`config.mk`:
```
export PLATFORM = sky130hd
export DESIGN_NAME = mmx_mont_mul
export DESIGN_NICKNAME = d
export VERILOG_FILES = /design/src/rtl/mmx_pkg.sv /design/src/rtl/mmx_pe.sv /design/src/rtl/mmx_ctrl.sv /design/src/rtl/mmx_store.sv /design/src/rtl/mmx_mont_mul.sv
export SDC_FILE = /design/constraint.sdc
export NUM_CORES = 1
export LEC_CHECK = 0
export ABC_AREA = 0
export BUFFER_PORTS_ARGS = -buffer_cell sky130_fd_sc_hd__buf_2
export CORE_MARGIN = 2
export CORE_UTILIZATION = 40
export DETAILED_ROUTE_END_ITERATION = 7
export PLACE_DENSITY = 0.56
export SYNTH_ARGS = -nofsm -noshare
export SYNTH_HDL_FRONTEND = slang
export SYNTH_SLANG_ARGS = --single-unit
```
`constraint.sdc`:
```
create_clock -name clk -period 5.5 [get_ports clk]
set_input_delay 0.55 -clock clk [delete_from_list [all_inputs] [get_ports clk]]
set_output_delay 0.55 -clock clk [all_outputs]
set_load 0.01 [all_outputs]
```
`src/rtl/mmx_pkg.sv`:
```
package mmx_pkg;

  typedef enum logic [2:0] {
    RG_CSR = 3'd0,
    RG_X   = 3'd1,
    RG_Y   = 3'd2,
    RG_M   = 3'd3,
    RG_S   = 3'd4
  } region_e;

  localparam int unsigned CSR_CTRL = 0;
  localparam int unsigned CSR_STAT = 1;

  // cycles between trip starts: wide enough for the chain to drain
  function automatic int unsigned trip_gap(input int unsigned e, input int unsigned n);
    return (e > 2 * n + 2) ? e : 2 * n + 2;
  endfunction

endpackage

```
`src/rtl/mmx_pe.sv`:
```
module mmx_pe #(
  parameter int unsigned W = 8
) (
  input  logic         clk,
  input  logic         rst_n,
  input  logic         in_vld,
  input  logic         in_first,
  input  logic         in_last,
  input  logic [W-1:0] in_y,
  input  logic [W-1:0] in_m,
  input  logic [W-1:0] in_s,
  input  logic         x_ld,
  input  logic         x_in,
  output logic         out_vld,
  output logic         out_first,
  output logic         out_last,
  output logic [W-1:0] out_y,
  output logic [W-1:0] out_m,
  output logic [W-1:0] out_s
);
  localparam int unsigned SW = W + 2;

  logic         x_q, q_q, f_q, pend_q;
  logic [1:0]   c_q;
  logic [W-1:0] w_q, y1_q, m1_q;

  logic         x_cur, q_cur, emit_mid;
  logic [W-1:0] xy, addm;
  logic [1:0]   cin;
  logic [SW-1:0] sum;
  logic         x_d, q_d, f_d, pend_d, ov_d, of_d, ol_d;
  logic [1:0]   c_d;
  logic [W-1:0] w_d, os_d;

  always_comb begin
    x_cur    = x_ld ? x_in : x_q;
    xy       = x_cur ? in_y : '0;
    q_cur    = in_first ? (in_s[0] ^ xy[0]) : q_q;
    addm     = q_cur ? in_m : '0;
    cin      = in_first ? 2'b00 : c_q;
    sum      = {2'b00, in_s} + {2'b00, xy} + {2'b00, addm} + {{W{1'b0}}, cin};
    emit_mid = in_vld & ~in_first;
    x_d      = x_cur;
    q_d      = in_vld ? q_cur : q_q;
    c_d      = in_vld ? sum[W+1:W] : c_q;
    w_d      = in_vld ? sum[W-1:0] : w_q;
    f_d      = in_vld ? in_first : f_q;
    pend_d   = in_vld & in_last;
    ov_d     = emit_mid | pend_q;
    of_d     = emit_mid & f_q;
    ol_d     = pend_q;
    os_d     = pend_q ? {c_q[0], w_q[W-1:1]} : {sum[0], w_q[W-1:1]};
  end

  always_ff @(posedge clk or negedge rst_n) begin
    if (!rst_n) begin
      x_q <= 1'b0; q_q <= 1'b0; f_q <= 1'b0; pend_q <= 1'b0;
      c_q <= '0; w_q <= '0; y1_q <= '0; m1_q <= '0;
      out_vld <= 1'b0; out_first <= 1'b0; out_last <= 1'b0;
      out_y <= '0; out_m <= '0; out_s <= '0;
    end else begin
      x_q <= x_d; q_q <= q_d; f_q <= f_d; pend_q <= pend_d;
      c_q <= c_d; w_q <= w_d; y1_q <= in_y; m1_q <= in_m;
      out_vld <= ov_d; out_first <= of_d; out_last <= ol_d;
      out_y <= y1_q; out_m <= m1_q; out_s <= os_d;
    end
  end


  top_carry_clear_chk: assert property (@(posedge clk) disable iff (!rst_n)
    pend_q |-> !c_q[1]);

  tail_slot_free_chk: assert property (@(posedge clk) disable iff (!rst_n)
    pend_q |-> !(in_vld && !in_first));

endmodule

```
`src/rtl/mmx_ctrl.sv`:
```
module mmx_ctrl #(
  parameter int unsigned W = 8,
  parameter int unsigned N = 2,
  parameter int unsigned E = 4
) (
  input  logic                  clk,
  input  logic                  rst_n,
  input  logic                  go,
  input  logic                  fin_last,
  output logic                  busy,
  output logic                  done,
  output logic                  rd_en,
  output logic [$clog2(E)-1:0]  rd_addr,
  output logic                  rd_first,
  output logic                  rd_last,
  output logic                  rd_zero,
  output logic [N-1:0]          x_ld,
  output logic [N-1:0][$clog2(E*W)-1:0] x_idx
);
  localparam int unsigned P  = E * W / N;
  localparam int unsigned SP = mmx_pkg::trip_gap(E, N);
  localparam int unsigned LW = $clog2(E);
  localparam int unsigned CW = $clog2(SP);
  localparam int unsigned PW = $clog2(P + 1);
  localparam int unsigned IW = $clog2(E * W);
  localparam int unsigned D  = 2 * N - 1;

  logic          run_q, done_q, run_d, done_d;
  logic [PW-1:0] pass_q, pass_d, fin_q, fin_d;
  logic [CW-1:0] cyc_q, cyc_d;
  logic [D-1:0]  tok_q, tok_d;
  logic [D-1:0][PW-1:0] pdl_q, pdl_d;
  logic          issuing, wrap;

  always_comb begin
    issuing  = run_q && (pass_q < PW'(P));
    wrap     = (cyc_q == CW'(SP - 1));
    rd_en    = issuing && (cyc_q < CW'(E));
    rd_addr  = cyc_q[LW-1:0];
    rd_first = (cyc_q == '0);
    rd_last  = (cyc_q == CW'(E - 1));
    rd_zero  = (pass_q == '0);
    run_d = run_q; done_d = done_q; pass_d = pass_q; cyc_d = cyc_q; fin_d = fin_q;
    if (go && !run_q) begin
      run_d = 1'b1; done_d = 1'b0; pass_d = '0; cyc_d = '0; fin_d = '0;
    end else if (run_q) begin
      if (issuing) begin
        cyc_d  = wrap ? '0 : cyc_q + 1'b1;
        pass_d = wrap ? pass_q + 1'b1 : pass_q;
      end
      if (fin_last) begin
        fin_d = fin_q + 1'b1;
        if (fin_q == PW'(P - 1)) begin
          run_d = 1'b0; done_d = 1'b1;
        end
      end
    end
    tok_d[0] = rd_en & rd_first;
    pdl_d[0] = pass_q;
    for (int d = 1; d < int'(D); d++) begin
      tok_d[d] = tok_q[d-1];
      pdl_d[d] = pdl_q[d-1];
    end
  end

  always_ff @(posedge clk or negedge rst_n) begin
    if (!rst_n) begin
      run_q <= 1'b0; done_q <= 1'b0; pass_q <= '0; cyc_q <= '0; fin_q <= '0;
      tok_q <= '0; pdl_q <= '0;
    end else begin
      run_q <= run_d; done_q <= done_d; pass_q <= pass_d; cyc_q <= cyc_d; fin_q <= fin_d;
      tok_q <= tok_d; pdl_q <= pdl_d;
    end
  end

  assign busy = run_q;
  assign done = done_q;

  for (genvar s = 0; s < int'(N); s++) begin : g_xsel
    assign x_ld[s]  = tok_q[2*s];
    assign x_idx[s] = IW'(32'(pdl_q[2*s]) * N + s);
  end


  busy_done_excl_chk: assert property (@(posedge clk) disable iff (!rst_n)
    !(run_q && done_q));

  busy_needs_start_chk: assert property (@(posedge clk) disable iff (!rst_n)
    $rose(run_q) |-> $past(go));

  done_sticky_chk: assert property (@(posedge clk) disable iff (!rst_n)
    (done_q && !go) |=> done_q);

  restart_ignored_chk: assert property (@(posedge clk) disable iff (!rst_n)
    (run_q && go && pass_q != '0) |=> (pass_q != '0));

endmodule

```
`src/rtl/mmx_store.sv`:
```
module mmx_store #(
  parameter int unsigned W = 8,
  parameter int unsigned E = 4
) (
  input  logic                   clk,
  input  logic                   rst_n,
  input  logic                   h_we,
  input  logic [$clog2(E)+2:0]   h_addr,
  input  logic [W-1:0]           h_wdata,
  output logic [W-1:0]           h_rdata,
  input  logic                   busy,
  input  logic                   done,
  output logic                   go,
  input  logic                   rd_en,
  input  logic [$clog2(E)-1:0]   rd_addr,
  input  logic                   rd_first,
  input  logic                   rd_last,
  input  logic                   rd_zero,
  output logic                   s0_vld,
  output logic                   s0_first,
  output logic                   s0_last,
  output logic [W-1:0]           s0_y,
  output logic [W-1:0]           s0_m,
  output logic [W-1:0]           s0_s,
  input  logic                   fin_vld,
  input  logic                   fin_first,
  input  logic [W-1:0]           fin_s,
  output logic [E*W-1:0]         x_all
);
  import mmx_pkg::*;
  localparam int unsigned LW = $clog2(E);
  localparam int unsigned AW = LW + 3;

  logic [E-1:0][W-1:0] xm, ym, mm, sm;
  logic [2:0]    region;
  logic [LW-1:0] off, wa, wq_q, wq_d;
  logic          off_ok;

  assign region = h_addr[AW-1:LW];
  assign off    = h_addr[LW-1:0];
  assign off_ok = 32'(off) < E;
  assign go     = h_we && region == RG_CSR && off == LW'(CSR_CTRL) && h_wdata[0];
  assign x_all  = xm;
  assign wa     = fin_first ? '0 : wq_q;
  assign wq_d   = fin_vld ? wa + 1'b1 : wq_q;

  always_comb begin
    h_rdata = '0;
    if (off_ok) begin
      unique case (region)
        RG_CSR:  if (off == LW'(CSR_STAT)) h_rdata[1:0] = {done, busy};
        RG_X:    h_rdata = xm[off];
        RG_Y:    h_rdata = ym[off];
        RG_M:    h_rdata = mm[off];
        RG_S:    h_rdata = sm[off];
        default: h_rdata = '0;
      endcase
    end
  end

  always_ff @(posedge clk) begin
    if (h_we && off_ok) begin
      if (region == RG_X) xm[off] <= h_wdata;
      if (region == RG_Y) ym[off] <= h_wdata;
      if (region == RG_M) mm[off] <= h_wdata;
    end
  end

  // scratch sum: read port and write port active in the same cycle
  always_ff @(posedge clk) begin
    if (fin_vld) sm[wa] <= fin_s;
    if (rd_en) begin
      s0_y <= ym[rd_addr];
      s0_m <= mm[rd_addr];
      s0_s <= rd_zero ? '0 : sm[rd_addr];
    end
  end

  always_ff @(posedge clk or negedge rst_n) begin
    if (!rst_n) begin
      s0_vld <= 1'b0; s0_first <= 1'b0; s0_last <= 1'b0; wq_q <= '0;
    end else begin
      s0_vld <= rd_en; s0_first <= rd_en & rd_first; s0_last <= rd_en & rd_last;
      wq_q <= wq_d;
    end
  end


  writeback_contig_chk: assert property (@(posedge clk) disable iff (!rst_n)
    (fin_vld && !fin_first) |-> $past(fin_vld));

endmodule

```
`src/rtl/mmx_mont_mul.sv`:
```
module mmx_mont_mul #(
  parameter int unsigned W = 8,
  parameter int unsigned N = 2,
  parameter int unsigned E = 4,
  localparam int unsigned AW = $clog2(E) + 3
) (
  input  logic          clk,
  input  logic          rst_n,
  input  logic          host_we,
  input  logic [AW-1:0] host_addr,
  input  logic [W-1:0]  host_wdata,
  output logic [W-1:0]  host_rdata
);
  localparam int unsigned LW = $clog2(E);
  localparam int unsigned IW = $clog2(E * W);

  if ((E % N) != 0 || E < 2) begin : g_bad_cfg
    $error("stage count must divide word count, and word count must be at least 2");
  end

  logic              busy, done, go, rd_en, rd_first, rd_last, rd_zero;
  logic [LW-1:0]     rd_addr;
  logic [N-1:0]      x_ld, x_bit;
  logic [N-1:0][IW-1:0] x_idx;
  logic [E*W-1:0]    x_all;
  logic [N:0]        sv, sf, sl;
  logic [N:0][W-1:0] sy, smd, ss;

  mmx_ctrl #(.W(W), .N(N), .E(E)) u_ctrl (
    .clk(clk), .rst_n(rst_n), .go(go), .fin_last(sv[N] & sl[N]),
    .busy(busy), .done(done), .rd_en(rd_en), .rd_addr(rd_addr),
    .rd_first(rd_first), .rd_last(rd_last), .rd_zero(rd_zero),
    .x_ld(x_ld), .x_idx(x_idx)
  );

  mmx_store #(.W(W), .E(E)) u_store (
    .clk(clk), .rst_n(rst_n), .h_we(host_we), .h_addr(host_addr),
    .h_wdata(host_wdata), .h_rdata(host_rdata), .busy(busy), .done(done), .go(go),
    .rd_en(rd_en), .rd_addr(rd_addr), .rd_first(rd_first), .rd_last(rd_last),
    .rd_zero(rd_zero), .s0_vld(sv[0]), .s0_first(sf[0]), .s0_last(sl[0]),
    .s0_y(sy[0]), .s0_m(smd[0]), .s0_s(ss[0]),
    .fin_vld(sv[N]), .fin_first(sf[N]), .fin_s(ss[N]), .x_all(x_all)
  );

  for (genvar s = 0; s < int'(N); s++) begin : g_stage
    assign x_bit[s] = x_all[x_idx[s]];
    mmx_pe #(.W(W)) u_pe (
      .clk(clk), .rst_n(rst_n),
      .in_vld(sv[s]), .in_first(sf[s]), .in_last(sl[s]),
      .in_y(sy[s]), .in_m(smd[s]), .in_s(ss[s]),
      .x_ld(x_ld[s]), .x_in(x_bit[s]),
      .out_vld(sv[s+1]), .out_first(sf[s+1]), .out_last(sl[s+1]),
      .out_y(sy[s+1]), .out_m(smd[s+1]), .out_s(ss[s+1])
    );
  end


  chain_first_marks_chk: assert property (@(posedge clk) disable iff (!rst_n)
    (sv[N] && sf[N]) |-> !sl[N]);

endmodule

```
==> results.rst, run 1 <==
.. list-table::
   :header-rows: 1

   * - Metric
     - Value
   * - Hpwl dp
     - 18800 um
   * - Count of cells resized by post-cts repair
     - 0
   * - Average wire per standard cell
     - 21.8 um
   * - Die height
     - 177 um
   * - Final global-route overflow total
     - 0
   * - Global-route wire length before repair
     - 41200 um
   * - Synth Area per Inst
     - 15.6 um^2
   * - Filler cell count in the final layout
     - 2594
   * - Number of antenna violations at the first check in global routing
     - 0
   * - Total of flip-flops plus latches after synthesis
     - 266
   * - Setup Buffers After CTS
     - 0
   * - Pin count of the biggest net entering global routing
     - 62
   * - Cell-by-cell listing of the critical path
     - mux4_1, mux2i_1, nor3_1, a221o_2, and2_1, ha_1, mux2i_1, nor2b_1, fa_1, ha_1, fa_1, a21o_1, a311o_1, a211oi_1, nor3_1, a21o_1
   * - Path category of the worst min-delay check
     - in2async
   * - Effective utilization at floorplan
     - 40.4%
   * - ANT cells
     - 0
   * - Sink Count
     - 266
   * - Top-Level Pins
     - 24
   * - Number of failing setup endpoints in the final timing report
     - 0
   * - Number of cell rows
     - 63
   * - Worst path arrival time
     - 5490 ps
   * - Sequential power share
     - 48.8%
   * - Share of the yosys chip area belonging to registers
     - 62.3%
   * - Die Footprint
     - 31200 um^2
   * - Power Density
     - 342 nW/um^2
   * - Total number of nets in the final design
     - 876
   * - Via count
     - 6493
   * - Cell area after technology mapping
     - 11900 um^2
   * - TritonCTS clock tree
     - yes
   * - Largest fanout of any net on the critical path
     - 10
   * - Clock root buffer master
     - sky130_fd_sc_hd__clkbuf_16
   * - Yosys warnings
     - 0
   * - Slew Limit Headroom
     - 32.1%
   * - Maximum buffer depth of the clock tree
     - 3
   * - Worst-case vdd ir drop
     - 0.281 mV
   * - Gate Count Post-Synth
     - 764
   * - Outcome
     - complete, no violations
   * - Fraction of power spent switching nets
     - 23.3%
   * - Post-synth EDFFs
     - 152
   * - Via density per instance
     - 5.36
   * - Async SR Flop Fraction
     - 42.9%
   * - Router iterations before antenna repair
     - 4
   * - Part of the total power dissipated in the clock network
     - 41.0%
   * - Clock buffer count from CTS
     - 28
   * - Deepest level of the CTS H-tree
     - 1
   * - Critical-path cell with the highest stage delay
     - sky130_fd_sc_hd__mux4_1
   * - CP startpoint kind
     - flip-flop
   * - Peak per-stage delay on the critical path
     - 580 ps
   * - Part of the power in combinational logic
     - 10.2%
   * - Antenna-violating nets left
     - 0
   * - Pint
     - 3.52 mW
   * - Maximum clock skew at final layout
     - 9.55 ps
   * - Non-filler cells, final
     - 1211
   * - Clock input transition at the sequential cells of the worst setup and hold paths
     - 60 ps
   * - Area growth from synthesis to final layout
     - 12.6%
   * - Total core area
     - 29500 um^2
   * - Net switching power of the design
     - 1.07 mW
   * - Sequential cell area
     - 7420 um^2
   * - Transition time of the tightest slew-check pin
     - 1020 ps
   * - Most frequently used flop master after synthesis
     - sky130_fd_sc_hd__edfxtp_1
   * - CP Capture Type
     - flip-flop
   * - CP Data Required Time
     - 5930 ps
   * - Net count of the mapped netlist
     - 841
   * - Max-slew violation count
     - 0
   * - Total placed cells including tap cells
     - 1159
   * - Category of the most critical setup path
     - reg2reg
   * - Iter 0 DRT Violations
     - 481
   * - Top achievable clock speed
     - 198 MHz
   * - Area of combinational cells with multiple inputs
     - 4300 um^2
   * - Horizontal extent of the die
     - 177 um
   * - Final-layout setup total negative slack
     - 0 ps
   * - Max-capacitance violation count
     - 0
   * - Routability-driven placement congestion ratio
     - 0.861
   * - Vias in the first global route
     - 7006
   * - Total routed wirelength
     - 26400 um
   * - Hold_buf cts
     - 0
   * - Crit path time final
     - 5060 ps
   * - Clk Latency, worst-skew pair
     - 540 ps
   * - Pleak
     - 5.20 nW
   * - Setup repair after global routing missed its margin
     - no
   * - I/O Buffers
     - 23
   * - Final period utilization
     - 92.1%
   * - Share of layout cells above drive strength 1
     - 18.4%
   * - Count of unresolved DRC violations after routing
     - 0
   * - Hold Vio Cnt, Final
     - 0
   * - Library cells used by synthesis
     - 50
   * - Total routing resource utilization after global routing
     - 17.6%
[cell usage in the layout, fill, tap and decap left out, drive strengths merged, types with 20 or more instances in the layout]
master	instances
ha	53
buf	29
dfrtp	114
inv	26
and2	25
nor2b	31
mux4	62
edfxtp	152
a21oi	20
nor2	45
nand2	22
clkbuf	42
o21ai	21
[power groups by stage]
stage	Sequential, mW	Combinational, mW	Clock [mW]
after global placement	2.28	0.464	0
final	2.24	0.468	1.88
after CTS	2.24	0.476	1.92
after global routing	2.25	0.521	2.02
after floorplan	2.25	0.334	0
after detailed placement	2.28	0.474	0
[per-layer routing]
metal	up-vias	part of all wire (%)	wire, um	global-route usage (%)
met2	133	50	13300	30.4
li1	2990	-	-	-
met4	0	2.6	682	4.89
met1	3333	43	11300	23.4
met5	-	0	0	0
met3	37	4.2	1120	2.61
[critical path, delay by kind of cell (launching register included)]
family                     cells  cell delay [ps]
DFF                            1              470
AOI/OAI and AO/OA              5             1390
muxes                          3             1250
and+or+nand+nor                4              460
adders and majority gates      4             1380
[Yosys cell counts, types with 2 or more instances]
| library cell | instances | share of area (%) |
|---|---|---|
| sky130_fd_sc_hd__a21o_1 | 9 | 0.57 |
| sky130_fd_sc_hd__nor2b_1 | 31 | 1.6 |
| sky130_fd_sc_hd__o22ai_1 | 7 | 0.37 |
| sky130_fd_sc_hd__and3_1 | 5 | 0.26 |
| sky130_fd_sc_hd__clkbuf_1 | 13 | 0.41 |
| sky130_fd_sc_hd__o211ai_1 | 5 | 0.32 |
| sky130_fd_sc_hd__mux4_1 | 3 | 0.66 |
| sky130_fd_sc_hd__inv_1 | 25 | 0.79 |
| sky130_fd_sc_hd__nand4_1 | 4 | 0.21 |
| sky130_fd_sc_hd__nor4_1 | 2 | 0.11 |
| sky130_fd_sc_hd__mux2i_1 | 15 | 1.3 |
| sky130_fd_sc_hd__nand2_1 | 22 | 0.69 |
| sky130_fd_sc_hd__a22oi_1 | 9 | 0.57 |
| sky130_fd_sc_hd__xor2_1 | 10 | 0.74 |
| sky130_fd_sc_hd__ha_1 | 53 | 5.6 |
| sky130_fd_sc_hd__a31oi_1 | 7 | 0.37 |
| sky130_fd_sc_hd__a21oi_1 | 20 | 0.84 |
| sky130_fd_sc_hd__nor2_1 | 45 | 1.4 |
| sky130_fd_sc_hd__dfrtp_1 | 114 | 24 |
| sky130_fd_sc_hd__nor3_1 | 11 | 0.46 |
| sky130_fd_sc_hd__buf_1 | 5 | 0.16 |
| sky130_fd_sc_hd__buf_2 | 6 | 0.25 |
| sky130_fd_sc_hd__and2_1 | 25 | 1.3 |
| sky130_fd_sc_hd__nand3b_1 | 5 | 0.32 |
| sky130_fd_sc_hd__mux2_2 | 12 | 1.1 |
| sky130_fd_sc_hd__a211oi_1 | 10 | 0.63 |
| sky130_fd_sc_hd__nand2b_1 | 10 | 0.53 |
| sky130_fd_sc_hd__edfxtp_1 | 152 | 38 |
| sky130_fd_sc_hd__xnor2_1 | 13 | 0.96 |
| sky130_fd_sc_hd__nand3_1 | 9 | 0.38 |
| sky130_fd_sc_hd__mux4_2 | 59 | 11 |
| sky130_fd_sc_hd__fa_1 | 8 | 1.3 |
| sky130_fd_sc_hd__o2bb2ai_1 | 4 | 0.29 |
| sky130_fd_sc_hd__o21ai_0 | 20 | 0.84 |
[final cells by class]
type	instances	share of cell area, %
inverters	25	0.700
flip-flops and latches	266	55.3
multi-input cells	449	32.1
clock buffers	42	6.38
well taps	390	3.64
repair buffers	29	1.21
clock inverters	10	0.644
[cells by family (layout without fill, tap and decap cells)]
logic type / count (synthesis) / in the layout / synth area share (%)
AO/OA/AOI/OAI: 101 / 101 / 5.57
XOR/XNOR: 23 / 23 / 1.69
adder cells (fa/ha/maj): 61 / 61 / 6.91
buffers and inverters: 49 / 106 / 1.61
flip-flops: 266 / 266 / 62.3
multiplexers: 89 / 89 / 14.2
AND/OR/NAND/NOR: 175 / 175 / 7.71
[path summary, 6_finish.rpt]
path,cells past startpoint,start,to,slack (ps)
max reg2reg,16,u_ctrl.pdl_d[5]$_DFF_PN0_,g_stage[0].u_pe.w_q[7]$_DFFE_PN0P_,440
min in group clk,0,g_stage[0].u_pe.y1_q[2]$_DFF_PN0_,g_stage[0].u_pe.out_y[2]$_DFF_PN0_,340
max,16,u_ctrl.pdl_d[5]$_DFF_PN0_,g_stage[0].u_pe.w_q[7]$_DFFE_PN0P_,440
max in group asynchronous,2,rst_n,u_ctrl.fin_q[3]$_DFFE_PN0P_,4210
min,1,rst_n,g_stage[1].u_pe.out_s[5]$_DFF_PN0_,40
min reg2reg,0,g_stage[0].u_pe.y1_q[2]$_DFF_PN0_,g_stage[0].u_pe.out_y[2]$_DFF_PN0_,340
[stage by stage]
stage          power, mW  util (%)  cell area, um^2  worst slack (ps)  hold WS [ps]
6_report            4.59      45.5            13400               437          44.9
3_5_place_dp        2.75      42.3            12500               491           335
5_1_grt             4.79      45.5            13400               160          77.6
4_1_cts             4.64      45.5            13400               457          49.2
3_3_place_gp        2.74      42.3            12500               636           337
2_1_floorplan       2.59         -            11900               922           254
[sequential cells by signal (all words and copies together), names as in the netlist, 8 cells and up]
signal	flops
g_stage.u_pe.out_y	8
u_store.mm	32
g_stage.u_pe.w_q	14
g_stage.u_pe.y1_q	8
u_store.s0_s	8
g_stage.u_pe.out_m	8
g_stage.u_pe.out_s	16
u_store.ym	32
u_store.s0_m	8
u_store.s0_y	8
u_ctrl.pdl_d	8
u_store.x_all	32
g_stage.u_pe.m1_q	8
u_store.sm	32
Power figures use the tool's default switching activity.
==> run 2, diff against run 1 <==
Clock period 5.5 ns to 6.3 ns, I/O delays scaled along.
==> results.rst, run 2 (synthesis results as in run 1) <==
.. list-table::
   :header-rows: 1

   * - Metric
     - Value
   * - Outcome
     - complete, no violations
   * - Max-slew violation count
     - 0
   * - Met2 demand-to-capacity share in global routing
     - 29.1%
   * - ANT cells
     - 0
   * - Number of antenna violations at the first check in global routing
     - 0
   * - Total core area
     - 29500 um^2
   * - Transition time of the tightest slew-check pin
     - 996 ps
   * - Final global-route overflow total
     - 0
   * - Pint
     - 3.24 mW
   * - Maximum clock skew at final layout
     - 11.9 ps
   * - Average wire per standard cell
     - 21.4 um
   * - Final Instance Area
     - 13500 um^2
   * - Worst-case vdd ir drop
     - 0.228 mV
   * - Busiest layer in global routing
     - met2
   * - Total routing resource utilization after global routing
     - 17.3%
   * - Final-layout setup total negative slack
     - 0 ps
   * - Antenna-violating nets left
     - 0
   * - Leading cell types in the layout, fill and taps excluded
     - sky130_fd_sc_hd__edfxtp_1 (152), sky130_fd_sc_hd__dfrtp_1 (114), sky130_fd_sc_hd__mux4_2 (59)
   * - Hpwl dp
     - 18600 um
   * - Fraction of met3 tracks used by global routing
     - 2.30%
   * - Clock root buffer master
     - sky130_fd_sc_hd__clkbuf_16
   * - Deepest level of the CTS H-tree
     - 1
   * - TritonCTS clock tree
     - yes
   * - Slew Limit Headroom
     - 33.6%
   * - Maximum buffer depth of the clock tree
     - 3
   * - Top-Level Pins
     - 24
   * - Power Density
     - 311 nW/um^2
   * - Die height
     - 177 um
   * - Via count
     - 6486
   * - Area of combinational cells with multiple inputs
     - 4300 um^2
   * - Non-filler cells, final
     - 1212
   * - Setup Buffers After CTS
     - 0
   * - Effective utilization at floorplan
     - 40.4%
   * - Filler cell count in the final layout
     - 2593
   * - Iter 0 DRT Violations
     - 414
   * - Sink Count
     - 266
   * - Total number of nets in the final design
     - 877
   * - Path category of the worst min-delay check
     - in2async
   * - Die Footprint
     - 31200 um^2
   * - Most common cell after layout, fill and taps aside
     - sky130_fd_sc_hd__edfxtp_1
   * - Router iterations before antenna repair
     - 5
   * - Total placed cells including tap cells
     - 1159
   * - Pin count of the biggest net entering global routing
     - 77
   * - Pleak
     - 5.25 nW
   * - Post-place instance area
     - 12500 um^2
   * - Final period utilization
     - 82.3%
   * - Part of the total power dissipated in the clock network
     - 43.8%
   * - Clock buffer count from CTS
     - 29
   * - Via density per instance
     - 5.35
   * - CP Capture Type
     - flip-flop
   * - Count of cells resized by post-cts repair
     - 0
   * - Sequential cell area
     - 7420 um^2
   * - I/O Buffers
     - 23
   * - Part of the power in combinational logic
     - 9.7%
   * - Largest fanout of any net on the critical path
     - 10
   * - Met1 demand-to-capacity share in global routing
     - 23.2%
   * - CP startpoint kind
     - flip-flop
   * - Post-layout worst setup margin
     - 1110 ps
   * - Setup repair after global routing missed its margin
     - no
   * - Category of the most critical setup path
     - reg2reg
   * - CP Data Required Time
     - 6730 ps
   * - Clk Latency, worst-skew pair
     - 540 ps
   * - Sum of internal, switching and leakage power
     - 4.21 mW
   * - Total routed wirelength
     - 25900 um
   * - Crit path time final
     - 5190 ps
   * - Number of failing setup endpoints in the final timing report
     - 0
   * - Hold Vio Cnt, Final
     - 0
   * - Fraction of power spent switching nets
     - 22.9%
   * - Share of layout cells above drive strength 1
     - 19.0%
   * - Max-capacitance violation count
     - 0
   * - Hold_buf cts
     - 0
   * - End-of-flow core utilization
     - 45.9%
   * - Net switching power of the design
     - 0.964 mW
   * - Vias in the first global route
     - 6918
   * - Horizontal extent of the die
     - 177 um
   * - Global-route wire length before repair
     - 40600 um
   * - Sequential power share
     - 46.5%
   * - Count of unresolved DRC violations after routing
     - 0
   * - Area growth from synthesis to final layout
     - 13.7%
   * - Routability-driven placement congestion ratio
     - 0.858
   * - Worst path arrival time
     - 5610 ps
   * - Worst Hold Slack
     - 51.7 ps
   * - Setup slack at placement
     - 1140 ps
   * - Number of cell rows
     - 63
   * - Top achievable clock speed
     - 193 MHz
   * - Clock input transition at the sequential cells of the worst setup and hold paths
     - 60 ps
==> run 2: cell count changes in the layout (fill, tap and decap cells not counted), sizes merged <==
cell / before / now
bufinv: 1 / 5
clkinvlp: 1 / 4
clkinv: 7 / 6
clkbuf: 42 / 36
inv: 26 / 27
==> run 2: critical path: stages (launching register included) <==
cell                       delay, ps
sky130_fd_sc_hd__dfrtp_1         490
sky130_fd_sc_hd__mux4_1          600
sky130_fd_sc_hd__nor2_1          100
sky130_fd_sc_hd__a21oi_1          50
sky130_fd_sc_hd__a221o_2         450
sky130_fd_sc_hd__and2_1          200
sky130_fd_sc_hd__ha_1            330
sky130_fd_sc_hd__mux2i_1         590
sky130_fd_sc_hd__nor2b_1         150
sky130_fd_sc_hd__fa_1            410
sky130_fd_sc_hd__ha_1            240
sky130_fd_sc_hd__fa_1            420
sky130_fd_sc_hd__a21o_1          200
sky130_fd_sc_hd__a311o_1         350
sky130_fd_sc_hd__a211oi_1        260
sky130_fd_sc_hd__nor3_1           90
sky130_fd_sc_hd__a21o_1          160
==> run 2: power groups by stage <==
stage	registers [mW]	logic (mW)	clock network [mW]
after global placement	1.99	0.406	0
after global routing	1.96	0.453	1.95
after CTS	1.96	0.416	1.88
final	1.96	0.409	1.84
after floorplan	1.97	0.291	0
after detailed placement	1.99	0.411	0
==> run 2: path summary, 6_finish.rpt <==
kind	endpoint	slack (ps)	cells after the start	start
worst max-delay path	g_stage[0].u_pe.w_q[7]$_DFFE_PN0P_	1110	16	u_ctrl.pdl_d[8]$_DFF_PN0_
worst min-delay path	g_stage[1].u_pe.out_s[5]$_DFF_PN0_	50	1	rst_n
worst max register to register	g_stage[0].u_pe.w_q[7]$_DFFE_PN0P_	1110	16	u_ctrl.pdl_d[8]$_DFF_PN0_
worst min register to register	u_ctrl.pdl_q[13]$_DFF_PN0_	350	0	u_ctrl.pdl_d[13]$_DFF_PN0_
max in group asynchronous	u_ctrl.fin_q[3]$_DFFE_PN0P_	4910	2	rst_n
min in group clk	u_ctrl.pdl_q[13]$_DFF_PN0_	350	0	u_ctrl.pdl_d[13]$_DFF_PN0_
==> run 2: layout make-up <==
type	count	area share [%]
multi-input cells	449	31.8
repair buffers	29	1.20
clock buffers	36	6.16
well taps	390	3.60
inverters	25	0.693
clock inverters	17	1.77
flip-flops and latches	266	54.8
==> run 2: layer usage <==
metal,share of wire (%),vias up,wire (um)
li1,-,2991,-
met1,43,3294,11300
met2,49,150,12700
met3,4.3,51,1130
met4,3.3,0,849
met5,0,-,0
==> run 3, diff against run 2 <==
Clock period 6.3 ns to 5.1 ns, I/O delays scaled along.
==> results.rst, run 3 (synthesis results as in run 1) <==
.. list-table::
   :header-rows: 1

   * - Metric
     - Value
   * - Area growth from synthesis to final layout
     - 12.5%
   * - I/O Buffers
     - 23
   * - Transition time of the tightest slew-check pin
     - 978 ps
   * - Cell with the most instances on the worst path
     - sky130_fd_sc_hd__fa_1
   * - Horizontal extent of the die
     - 177 um
   * - Category of the most critical setup path
     - reg2reg
   * - Via count
     - 6515
   * - Final period utilization
     - 94.5%
   * - Worst path top cell family by delay
     - adder cells
   * - Clock buffer count from CTS
     - 29
   * - Sum of internal, switching and leakage power
     - 4.86 mW
   * - Number of failing setup endpoints in the final timing report
     - 0
   * - Worst setup path startpoint
     - u_ctrl.pdl_d[5]$_DFF_PN0_
   * - Average wire per standard cell
     - 21.0 um
   * - Number of antenna violations at the first check in global routing
     - 0
   * - Hpwl dp
     - 18600 um
   * - Worst Hold Slack
     - 96.4 ps
   * - Peak per-stage delay on the critical path
     - 560 ps
   * - Antenna-violating nets left
     - 0
   * - Via density per instance
     - 5.35
   * - Outcome
     - complete, no violations
   * - Total placed cells including tap cells
     - 1161
   * - Path category of the worst min-delay check
     - in2async
   * - Number of buffer and inverter stages on the critical path
     - 2
   * - Count of unresolved DRC violations after routing
     - 0
   * - Max-slew violation count
     - 0
   * - Cell-by-cell listing of the critical path
     - mux4_1, mux2i_1, nor3_1, a221o_2, and2_1, ha_1, inv_1, fa_1, fa_1, inv_1, ha_1, fa_1, a21o_1, a311o_1, a211oi_1, nor3_1, a21o_1
   * - Top-Level Pins
     - 24
   * - CP startpoint kind
     - flip-flop
   * - Total routing resource utilization after global routing
     - 17.0%
   * - Slew Limit Headroom
     - 34.6%
   * - Largest fanout of any net on the critical path
     - 5
   * - Most common cell after layout, fill and taps aside
     - sky130_fd_sc_hd__edfxtp_1
   * - Worst reg2reg startpoint
     - u_ctrl.pdl_d[5]$_DFF_PN0_
   * - Total number of nets in the final design
     - 881
   * - Clk Latency, worst-skew pair
     - 550 ps
   * - Pleak
     - 5.19 nW
   * - Non-filler cells, final
     - 1217
   * - Critical-path cell with the highest stage delay
     - sky130_fd_sc_hd__mux4_1
   * - TritonCTS clock tree
     - yes
   * - Final Instance Area
     - 13400 um^2
   * - Clock root buffer master
     - sky130_fd_sc_hd__clkbuf_16
   * - Final-layout setup total negative slack
     - 0 ps
   * - Post-place instance area
     - 12500 um^2
   * - ANT cells
     - 0
   * - Iter 0 DRT Violations
     - 406
   * - Global-route wire length before repair
     - 40000 um
   * - Sink Count
     - 266
   * - Die Footprint
     - 31200 um^2
   * - Reg2Reg Setup Slack
     - 280 ps
   * - Routability-driven placement congestion ratio
     - 0.848
   * - Maximum buffer depth of the clock tree
     - 3
   * - Crit path time final
     - 4820 ps
   * - Setup repair after global routing missed its margin
     - no
   * - Pin count of the biggest net entering global routing
     - 76
   * - Clock input transition at the sequential cells of the worst setup and hold paths
     - 60 ps
   * - Worst path arrival time
     - 5240 ps
   * - Total routed wirelength
     - 25500 um
   * - Vias in the first global route
     - 6834
   * - Hold Vio Cnt, Final
     - 0
   * - Effective utilization at floorplan
     - 40.4%
   * - Total core area
     - 29500 um^2
   * - Top achievable clock speed
     - 207 MHz
   * - Power Density
     - 363 nW/um^2
   * - Leading cell types in the layout, fill and taps excluded
     - sky130_fd_sc_hd__edfxtp_1 (152), sky130_fd_sc_hd__dfrtp_1 (112), sky130_fd_sc_hd__mux4_2 (59)
   * - CP Capture Type
     - flip-flop
   * - Share of layout cells above drive strength 1
     - 18.6%
   * - Max-capacitance violation count
     - 0
   * - Worst-case vdd ir drop
     - 0.322 mV
   * - Number of cell rows
     - 63
   * - Maximum clock skew at final layout
     - 19.7 ps
   * - Die height
     - 177 um
   * - Deepest level of the CTS H-tree
     - 1
   * - Final global-route overflow total
     - 0
   * - CP Data Required Time
     - 5520 ps
   * - Router iterations before antenna repair
     - 5
[run 3: area by class of cell]
cell class                 count  area, um^2
clock buffer                  42         826
inverter                      25        93.8
timing repair buffer          33         193
fill                        2592       16100
tap                          390         488
clock inverter                12        77.6
multi-input combinational    449        4300
sequential                   266        7420
[run 3: stage by stage]
| step | utilization, % | setup slack [ps] |
|---|---|---|
| finish | 45.5 | 280 |
| floorplan | - | 522 |
| CTS | 45.4 | 128 |
| global placement | 42.3 | 275 |
| global route | 45.5 | 28.5 |
| detailed placement | 42.3 | 144 |
[run 3: worst register-to-register path, delay by kind of cell, from the launching register on]
kind | cells | cell delay (ps)
AND/OR/NAND/NOR | 3 | 320
AO/OA/AOI/OAI | 5 | 1320
adder cells (fa/ha/maj) | 5 | 1830
buffers and inverters | 2 | 120
multiplexers | 2 | 730
flip-flops | 1 | 390
[run 3: report_power, final]
| group | total (mW) | switching [mW] | internal, mW |
|---|---|---|---|
| logic | 0.502 | 0.273 | 0.229 |
| registers | 2.42 | 0.0592 | 2.36 |
| clock network | 1.94 | 0.814 | 1.13 |
[run 3: metal layers]
layer  track usage [%]  wire length (um)  up-vias
met4              3.96               453        0
met2              29.3             12900      141
met5                 0                 0        -
met1              22.6             10800     3346
li1                  -                 -     2994
met3              3.04              1400       34
[run 3: what timing repair did]
| item | in CTS | in global routing |
|---|---|---|
| resized for setup | 0 | 2 |
| setup buffers | 0 | 2 |
| hold buffers | 0 | 0 |
| endpoints found under the setup margin | 0 | 1 |
| hold endpoints to repair | 0 | 0 |
[run 3: final timing paths]
| check | to | depth (start not counted) |
|---|---|---|
| worst max-delay path | g_stage[0].u_pe.w_q[7]$_DFFE_PN0P_ | 17 |
| worst max register to register | g_stage[0].u_pe.w_q[7]$_DFFE_PN0P_ | 17 |
| worst min-delay path | g_stage[1].u_pe.out_s[4]$_DFF_PN0_ | 1 |
| worst min register to register | u_ctrl.tok_q[2]$_DFF_PN0_ | 0 |
| min in group clk | u_store.x_all[18]$_DFFE_PP_ | 1 |
| max in group asynchronous | u_ctrl.pdl_d[5]$_DFF_PN0_ | 2 |
